$ cat src/rtl/ostmr_pkg.sv
package ostmr_pkg;
    localparam int DATA_W   = 32;
    localparam int ADDR_W   = 8;
    localparam int NCH      = 4;
    localparam int IE_W     = 12;
    localparam int WDOG_CH  = NCH - 1;

    localparam logic [ADDR_W-1:0] OFF_MATCH0 = 8'h00;
    localparam logic [ADDR_W-1:0] OFF_COUNT  = 8'h10;
    localparam logic [ADDR_W-1:0] OFF_STATUS = 8'h14;
    localparam logic [ADDR_W-1:0] OFF_WDOG   = 8'h18;
    localparam logic [ADDR_W-1:0] OFF_IEN    = 8'h1C;

    typedef struct packed {
        logic [NCH-1:0]    status;
        logic [IE_W-1:0]   ien;
        logic [DATA_W-1:0] wdog;
        logic              rst_req;
    } ctrl_state_t;

    function automatic logic [ADDR_W-1:0] match_off(input int idx);
        return OFF_MATCH0 + ADDR_W'(4 * idx);
    endfunction
endpackage

$ cat src/rtl/ostmr_counter.sv
module ostmr_counter #(
    parameter int W = 32
) (
    input  logic         clk,
    input  logic         rst,
    input  logic         tick,
    input  logic         load,
    input  logic [W-1:0] load_val,
    output logic [W-1:0] count,
    output logic [W-1:0] count_next,
    output logic         step
);
    logic [W-1:0] count_d, count_q;

    assign count_next = count_q + W'(1);
    assign step       = tick && !load;

    always_comb begin
        count_d = count_q;
        if (load)
            count_d = load_val;
        else if (tick)
            count_d = count_next;
    end

    always_ff @(posedge clk) begin
        if (rst) count_q <= '0;
        else     count_q <= count_d;
    end

    assign count = count_q;

    assert_count_step_R1: assert property (@(posedge clk) disable iff (rst)
        (tick && !load) |=> (count_q == $past(count_q) + W'(1)));
    assert_count_hold_R1: assert property (@(posedge clk) disable iff (rst)
        (!tick && !load) |=> $stable(count_q));
    assert_count_load_R2: assert property (@(posedge clk) disable iff (rst)
        load |=> (count_q == $past(load_val)));
endmodule

$ cat src/rtl/ostmr_match_chan.sv
module ostmr_match_chan #(
    parameter int W = 32
) (
    input  logic         clk,
    input  logic         rst,
    input  logic         we,
    input  logic [W-1:0] wdata,
    input  logic         step,
    input  logic [W-1:0] count_next,
    output logic [W-1:0] match_val,
    output logic         hit
);
    logic [W-1:0] match_d, match_q;

    always_comb begin
        match_d = match_q;
        if (we) match_d = wdata;
    end

    always_ff @(posedge clk) begin
        if (rst) match_q <= '0;
        else     match_q <= match_d;
    end

    assign match_val = match_q;
    assign hit       = step && (count_next == match_q);
endmodule

$ cat src/rtl/os_timer_core.sv
module os_timer_core
    import ostmr_pkg::*;
(
    input  logic              clk,
    input  logic              rst,
    input  logic              tick_en,
    input  logic              bus_sel,
    input  logic              bus_wr,
    input  logic [ADDR_W-1:0] bus_addr,
    input  logic [DATA_W-1:0] bus_wdata,
    output logic [DATA_W-1:0] bus_rdata,
    output logic [NCH-1:0]    irq,
    output logic              reset_req
);
    logic              wr_en, rd_en;
    logic [DATA_W-1:0] count, count_next;
    logic              step;
    logic [NCH-1:0]    hits;
    logic [NCH-1:0]    match_we;
    logic [DATA_W-1:0] match_val [NCH];
    ctrl_state_t       st_d, st_q;

    assign wr_en = bus_sel && bus_wr;
    assign rd_en = bus_sel && !bus_wr;

    ostmr_counter #(.W(DATA_W)) u_counter (
        .clk        (clk),
        .rst        (rst),
        .tick       (tick_en),
        .load       (wr_en && bus_addr == OFF_COUNT),
        .load_val   (bus_wdata),
        .count      (count),
        .count_next (count_next),
        .step       (step)
    );

    for (genvar i = 0; i < NCH; i++) begin : g_chan
        assign match_we[i] = wr_en && (bus_addr == match_off(i));
        ostmr_match_chan #(.W(DATA_W)) u_chan (
            .clk        (clk),
            .rst        (rst),
            .we         (match_we[i]),
            .wdata      (bus_wdata),
            .step       (step),
            .count_next (count_next),
            .match_val  (match_val[i]),
            .hit        (hits[i])
        );
    end

    always_comb begin
        st_d         = st_q;
        st_d.rst_req = 1'b0;
        if (wr_en && bus_addr == OFF_STATUS)
            st_d.status = st_q.status & ~bus_wdata[NCH-1:0];
        if (wr_en && bus_addr == OFF_IEN)
            st_d.ien = bus_wdata[IE_W-1:0];
        if (wr_en && bus_addr == OFF_WDOG)
            st_d.wdog = bus_wdata;
        st_d.status = st_d.status | (hits & st_q.ien[NCH-1:0]);
        if (hits[WDOG_CH] && st_q.wdog[0]) begin
            st_d.rst_req = 1'b1;
            st_d.wdog    = '0;
        end
    end

    always_ff @(posedge clk) begin
        if (rst) st_q <= '0;
        else     st_q <= st_d;
    end

    always_comb begin
        bus_rdata = '0;
        if (rd_en) begin
            case (bus_addr)
                OFF_COUNT:  bus_rdata = count;
                OFF_STATUS: bus_rdata = DATA_W'(st_q.status);
                OFF_WDOG:   bus_rdata = st_q.wdog;
                OFF_IEN:    bus_rdata = DATA_W'(st_q.ien);
                default: begin
                    for (int i = 0; i < NCH; i++)
                        if (bus_addr == match_off(i)) bus_rdata = match_val[i];
                end
            endcase
        end
    end

    assign irq       = st_q.status;
    assign reset_req = st_q.rst_req;

    assert_flag_needs_ien_R4: assert property (@(posedge clk) disable iff (rst)
        ((st_q.status & ~$past(st_q.status) & ~$past(st_q.ien[NCH-1:0])) == '0));
    assert_w1c_clears_R5: assert property (@(posedge clk) disable iff (rst)
        (wr_en && bus_addr == OFF_STATUS)
        |=> ((st_q.status & $past(bus_wdata[NCH-1:0]) & ~$past(hits)) == '0));
    assert_rstreq_pulse_R7: assert property (@(posedge clk) disable iff (rst)
        st_q.rst_req |=> !st_q.rst_req);
    assert_rstreq_disarms_R7: assert property (@(posedge clk) disable iff (rst)
        st_q.rst_req |-> (st_q.wdog == '0));
    assert_rstreq_cause_R7: assert property (@(posedge clk) disable iff (rst)
        $rose(st_q.rst_req) |-> $past(hits[WDOG_CH] && st_q.wdog[0]));
endmodule

$ cat config.mk
export PLATFORM = sky130hd
export DESIGN_NAME = os_timer_core
export DESIGN_NICKNAME = d
export VERILOG_FILES = /design/src/rtl/ostmr_pkg.sv /design/src/rtl/ostmr_counter.sv /design/src/rtl/ostmr_match_chan.sv /design/src/rtl/os_timer_core.sv
export SDC_FILE = /design/constraint.sdc
export NUM_CORES = 1
export LEC_CHECK = 0
export BUFFER_PORTS_ARGS = -buffer_cell sky130_fd_sc_hd__buf_2
export CAP_MARGIN = 25
export CELL_PAD_IN_SITES_DETAIL_PLACEMENT = 0
export CELL_PAD_IN_SITES_GLOBAL_PLACEMENT = 1
export CORE_MARGIN = 2
export CORE_UTILIZATION = 35
export DETAILED_ROUTE_END_ITERATION = 12
export PLACE_DENSITY_LB_ADDON = 0.1
export SYNTH_ARGS = -nofsm -noshare
export SYNTH_HDL_FRONTEND = slang
export SYNTH_SLANG_ARGS = --single-unit
$ cat constraint.sdc
create_clock -name clk -period 4.6 [get_ports clk]
set_input_delay 1.15 -clock clk [delete_from_list [all_inputs] [get_ports clk]]
set_output_delay 1.15 -clock clk [all_outputs]
set_load 0.02 [all_outputs]
==> impl_metrics.env, run 1 <==
export IMPL_outcome="complete, no violations"
export IMPL_grt_overflow_total=0
export IMPL_fin_crit_ns=4.27
export IMPL_synth_yosys_warnings=0
export IMPL_leakagePower_nw=5.00
export IMPL_worstPathMaxFanout=11
export IMPL_viasPerCell=5.73
export IMPL_grt_pass1_wl_mm=82.4
export IMPL_setup_viol=0
export IMPL_antenna_found_initial=0
export IMPL_syn_area_um2=13000
export IMPL_cts_tree="done"
export IMPL_dp_cells=2134
export IMPL_drtIter0Drc=992
export IMPL_fin_tns_setup_ns=0
export IMPL_p_per_area_nw_per_um2=268
export IMPL_yosys_most_used_dff="dfxtp_1"
export IMPL_fin_skew_ns=0.0326
export IMPL_worstSetupEndpointType="output port"
export IMPL_crit_path_max_incr_delay_ns=0.46
export IMPL_cts_repair_resized=0
export IMPL_synth_seq_cells=209
export IMPL_layout_worst_path_cycle_share_pct=92.8
export IMPL_drc=0
export IMPL_yosysTopAreaCell="dfxtp_1"
export IMPL_synthTopCellsByArea="dfxtp_1 32%, nand2_1 9.9%, a21oi_1 6.8%"
export IMPL_min_path_type="reg -> reg"
export IMPL_grt_max_degree=87
export IMPL_postRouteAntennaNets=0
export IMPL_die_area_um2=38700
export IMPL_cts_htree_levels=1
export IMPL_grtUsageTotal_pct=28.9
export IMPL_routedWlPerCell_um=25.8
export IMPL_coreArea_um2=36600
export IMPL_crit_type="in -> out"
export IMPL_layout_commonest_cell="nand2_1"
export IMPL_grt_busiest_layer="met2"
export IMPL_clk_latency_ns=0.56
export IMPL_final_hold_violation_count=0
export IMPL_first_global_vias=11800
export IMPL_synth_edff_count=0
export IMPL_maxCapViolations=0
export IMPL_yosysSeqAreaShare_pct=32.2
export IMPL_synthCells=1653
export IMPL_worstPathArrival_ns=3.12
export IMPL_ys_types=74
export IMPL_ir_drop_mv=0.252
export IMPL_dr_pass1_iters=5
export IMPL_fin_nets=1739
export IMPL_synth_area_per_cell_um2=7.86
export IMPL_cts_setup_buffers=0
export IMPL_io_pins=82
export IMPL_synth_top_area_share_pct=32.2
export IMPL_numCtsBuffers=25
export IMPL_slew_viol_final=0
export IMPL_numPortBuffers=81
export IMPL_root_buffer="clkbuf_16"
export IMPL_rsz0062_at_grt="no"
export IMPL_synthArstFlopShare_pct=0
export IMPL_design_power_total_w=0.00397
export IMPL_routed_via_count=12500
export IMPL_cp_slowest_cell="nand3_1"
export IMPL_num_antenna_cells=0
export IMPL_synth_fp_nets=1699
export IMPL_final_cells=2175
export IMPL_dp_hpwl_mm=41.0
export IMPL_startpoint_type="primary input"
export IMPL_slew_headroom_pct=31.0
export IMPL_cp_common_cell="buf_2"
export IMPL_worstMarginPinSlew_ns=1.03
export IMPL_gp_congestion=0.945
export IMPL_start_util_pct=35.5
export IMPL_drt_wl_total_mm=56.0
export IMPL_use_met1_pct=43.3
export IMPL_crit_required_ns=3.45
export IMPL_use_met2_pct=44.1
export IMPL_cts_sinks=209
export IMPL_rows=70
export IMPL_critical_path_cell_chain="buf_2 > nor3_1 > and2_1 > nand3_1 > o22ai_1 > a221oi_1 > a21oi_1 > buf_2"
export IMPL_synthToLayoutAreaGrowth_pct=14.3
export IMPL_drive_gt1_share_pct=15.3
export IMPL_layout_common_cells="344 x nand2_1, 209 x dfxtp_1, 176 x a21oi_1, 93 x xnor2_1, 85 x nor2_1"
export IMPL_die_h_um=197
export IMPL_path_clk_slew_ns=0.06
export IMPL_fmax_mhz=234
export IMPL_ctsHoldBuffers=0
export IMPL_die_w_um=197
export IMPL_cts_buffer_depth=3
export IMPL_grt_use_met3_pct=3.87
-- synth_stat cells, drive strengths merged, types with 3 or more instances --
library cell,number
a2111oi,4
clkbuf,105
xnor3,6
nor2,90
o21ai,34
and4,10
or4,7
nor3b,7
nand2,345
o2111ai,8
nor2b,13
a22oi,21
inv,11
mux2i,51
buf,35
nand3,40
a21oi,176
a211oi,31
or3b,3
and2,9
o22ai,9
o221ai,5
or2,3
xor2,64
and3,14
o211ai,3
xnor2,93
mux4,27
or3,6
a221oi,12
o31ai,4
o32ai,4
mux2,17
dfxtp,209
nand2b,12
nor4,22
nor3,73
nand3b,6
nand4,34
a31oi,3
-- report_power, final --
part | internal, W | switching (W)
sequential | 0.00181 | 0.00000324
combinational | 0.0000677 | 0.000155
clock | 0.00112 | 0.000819
total | 0.00300 | 0.000978
-- worst paths after layout --
| path | start | end | slack (ns) | cells after the start |
|---|---|---|---|---|
| worst min-delay path | st_q[37] | st_q[37] | 0.46 | 2 |
| worst max-delay path | bus_addr[1] | bus_rdata[7] | 0.33 | 8 |
| worst min register to register | st_q[37] | st_q[37] | 0.46 | 2 |
| worst max register to register | u_counter.count[3] | irq[2] | 0.50 | 9 |
-- per-stage QoR --
step / util, % / setup slack, ns / instance area (um2) / hold slack (ns)
after CTS: 40.6 / 0.350 / 14800 / 0.455
after floorplan: - / 0.379 / 13000 / 0.436
after detailed placement: 38.4 / 0.358 / 14100 / 0.446
final: 40.6 / 0.330 / 14800 / 0.456
after global routing: 40.6 / 0.121 / 14800 / 0.475
after global placement: 38.4 / 0.371 / 14100 / 0.442
-- sequential cells by signal (all words and copies together), names as in the netlist --
name and count:
irq 4, st_q 44, reset_req 1, u_counter.count 32, g_chan.u_chan.match_val 128
-- area by class of cell --
type	instances	area, um2
Fill cell	3816	21800
Multi-Input combinational cell	1292	8210
Sequential cell	209	4180
Timing Repair Buffer	153	1040
Clock buffer	36	747
Tap cell	468	586
Inverter	12	45.0
Clock inverter	5	31.3
-- layer usage --
metal  vias up  part of all wire (%)
met2       386                    43
met3        59                   5.8
met5         -                     0
met1      6106                    49
li1       5911                     -
met4         0                   2.1
-- logic make-up after synthesis --
family                     Yosys count  share of synthesized area (%)
and+or+nand+nor                    696                           25.3
buffers and inverters              152                           4.80
muxes                               95                           10.1
DFF                                209                           32.2
xor gates and xnor gates           163                           11.6
AOI/OAI and AO/OA                  337                           15.9
adders and majority gates            1                         0.0963
-- worst max-delay path: cells and delay by family --
family,cells,cell delay (ns)
simple gates,3,1.14
buf+inv,2,0.27
compound gates,3,0.55
(Power assumes the default switching activity.)
==> inputs of run 2 (changes only) <==
--- a/config.mk
+++ b/config.mk
@@ -10,9 +10,10 @@
 export CELL_PAD_IN_SITES_DETAIL_PLACEMENT = 0
 export CELL_PAD_IN_SITES_GLOBAL_PLACEMENT = 1
 export CORE_MARGIN = 2
-export CORE_UTILIZATION = 35
+export CORE_UTILIZATION = 46
 export DETAILED_ROUTE_END_ITERATION = 12
 export PLACE_DENSITY_LB_ADDON = 0.1
+export SKIP_LAST_GASP = 1
 export SYNTH_ARGS = -nofsm -noshare
 export SYNTH_HDL_FRONTEND = slang
 export SYNTH_SLANG_ARGS = --single-unit
==> impl_metrics.env, run 2 (same netlist as run 1, synthesis figures left out) <==
export IMPL_grt_max_degree=78
export IMPL_cp_depth=8
export IMPL_critical_path_cell_chain="buf_2 > nor3_1 > and2_1 > nand3_1 > o22ai_1 > a221oi_1 > a21oi_1 > buf_2"
export IMPL_gp_congestion=1.02
export IMPL_drtIter0Drc=1456
export IMPL_fin_crit_ns=4.21
export IMPL_slew_headroom_pct=25.1
export IMPL_comb_power_share_pct=5.5
export IMPL_path_buf_inv=2
export IMPL_crit_type="in -> out"
export IMPL_first_global_vias=11900
export IMPL_r2r_slack_ns=0.68
export IMPL_cts_repair_resized=0
export IMPL_min_path_type="reg -> reg"
export IMPL_worstPathMaxFanout=11
export IMPL_layout_worst_path_cycle_share_pct=91.6
export IMPL_grt_overflow_total=0
export IMPL_postRouteAntennaNets=0
export IMPL_coreArea_um2=27800
export IMPL_cts_setup_buffers=0
export IMPL_holdWs_ns=0.467
export IMPL_wl_met3_mm=5.34
export IMPL_start_util_pct=46.8
export IMPL_cts_tree="done"
export IMPL_rsz0062_at_grt="no"
export IMPL_routedWlPerCell_um=25.9
export IMPL_cpLargestDelayFamily="simple AND/OR/NAND/NOR gates"
export IMPL_wirelength_met1_mm=24.6
export IMPL_io_pins=82
export IMPL_root_buffer="clkbuf_16"
export IMPL_grt_pass1_wl_mm=79.3
export IMPL_cts_buffer_depth=3
export IMPL_p_per_area_nw_per_um2=268
export IMPL_maxCapViolations=0
export IMPL_slew_viol_final=0
export IMPL_clk_latency_ns=0.53
export IMPL_fmax_mhz=237
export IMPL_fin_tns_setup_ns=0
export IMPL_r2r_start="u_counter.count[3]"
export IMPL_switching_power_w=0.000945
export IMPL_worstSetupEndpointType="output port"
export IMPL_antenna_found_initial=2
export IMPL_dp_hpwl_mm=39.1
export IMPL_crit_path_max_incr_delay_ns=0.42
export IMPL_drive_gt1_share_pct=15.0
export IMPL_drt_wl_total_mm=54.0
export IMPL_startpoint_type="primary input"
export IMPL_leakagePower_nw=4.98
export IMPL_routed_wl_met2_mm=22.7
export IMPL_top_layer_used="met4"
export IMPL_final_hold_violation_count=0
export IMPL_fin_skew_ns=0.0158
export IMPL_path_clk_slew_ns=0.07
export IMPL_cts_htree_levels=1
export IMPL_die_area_um2=29600
export IMPL_worstMarginPinSlew_ns=1.12
export IMPL_clockPowerShare_pct=48.2
export IMPL_die_w_um=172
export IMPL_layout_commonest_cell="nand2_1"
export IMPL_synthToLayoutAreaGrowth_pct=12.9
export IMPL_ir_drop_mv=0.324
export IMPL_seqPwrFrac_pct=46.3
export IMPL_cp_common_cell="buf_2"
export IMPL_crit_required_ns=3.45
export IMPL_dr_pass1_iters=5
export IMPL_ff2ff_path_depth=10
export IMPL_switching_share_pct=24.1
export IMPL_cp_slowest_cell="nand3_1"
export IMPL_worstReg2RegEnd="irq[2]"
export IMPL_outcome="complete, no violations"
export IMPL_power_internal_w=0.00299
export IMPL_grtUsageTotal_pct=36.5
export IMPL_num_antenna_cells=0
export IMPL_largest_reg_flops=128
export IMPL_viasPerCell=6.18
export IMPL_endpoint="bus_rdata[11]"
export IMPL_drc=0
export IMPL_startpoint="bus_addr[1]"
export IMPL_ctsHoldBuffers=0
export IMPL_routed_via_count=12900
export IMPL_numPortBuffers=81
export IMPL_worstPathArrival_ns=3.06
export IMPL_cts_sinks=209
export IMPL_rows=61
export IMPL_setup_viol=0
export IMPL_nFillCells=2773
export IMPL_layout_common_cells="344 x nand2_1, 209 x dfxtp_1, 176 x a21oi_1, 93 x xnor2_1, 86 x nor2_1"
export IMPL_die_h_um=172
export IMPL_numCtsBuffers=24
export IMPL_fin_nets=1736
run 2: cell count changes in the layout (fill, tap and decap cells not counted), sizes merged:
| cell | previous run | this run |
|---|---|---|
| inv | 12 | 11 |
| clkinvlp | 1 | 0 |
| buf | 153 | 151 |
| bufinv | 0 | 1 |
| clkinv | 4 | 6 |
| clkbuf | 36 | 35 |
run 2: cell type report:
cell class              count  area [um2]  share of cell area (%)
multi-input cells        1292        8200                    55.9
flip-flops and latches    209        4180                    28.5
repair buffers            151        1000                    6.82
clock buffers              35         703                    4.80
well taps                 378         473                    3.23
clock inverters             6        55.1                   0.376
inverters                  12        45.0                   0.307
run 2: power by group through the flow:
stage	clock, W	sequential [W]	combinational, W
after floorplan	0	0.00186	0.000114
after global placement	0	0.00186	0.000211
after detailed placement	0	0.00186	0.000212
after CTS	0.00190	0.00182	0.000212
after global routing	0.00198	0.00182	0.000229
final	0.00189	0.00182	0.000218
run 2: worst min-delay path by stage:
stage,start,to,cells past startpoint
after floorplan,st_q[37],st_q[37],2
after global placement,st_q[42],st_q[42],2
after detailed placement,st_q[42],st_q[42],2
after CTS,st_q[42],st_q[42],2
after global routing,st_q[42],st_q[42],2
final,st_q[42],st_q[42],2
run 2: stage by stage:
| stage | instances | utilization [%] | cell area (um2) | power [W] | setup WS [ns] |
|---|---|---|---|---|---|
| 2_1_floorplan | 1653 | - | 13000 | 0.00197 | 0.379 |
| 3_3_place_gp | 2042 | 50.0 | 13900 | 0.00207 | 0.468 |
| 3_5_place_dp | 2042 | 50.0 | 13900 | 0.00207 | 0.417 |
| 4_1_cts | 2083 | 52.8 | 14700 | 0.00393 | 0.424 |
| 5_1_grt | 2083 | 52.8 | 14700 | 0.00402 | 0.205 |
| 6_report | 2083 | 52.8 | 14700 | 0.00393 | 0.386 |
run 2: worst min-delay path: stages, from the launching register on:
cell	delay, ns
dfxtp_1	0.31
nand2_1	0.05
a21oi_1	0.06
run 2: metal layers:
layer / global-route usage (%) / vias up
li1: - / 5915
met1: 54.1 / 6237
met2: 54.0 / 640
met3: 7.53 / 79
met4: 8.66 / 0
met5: 0 / -
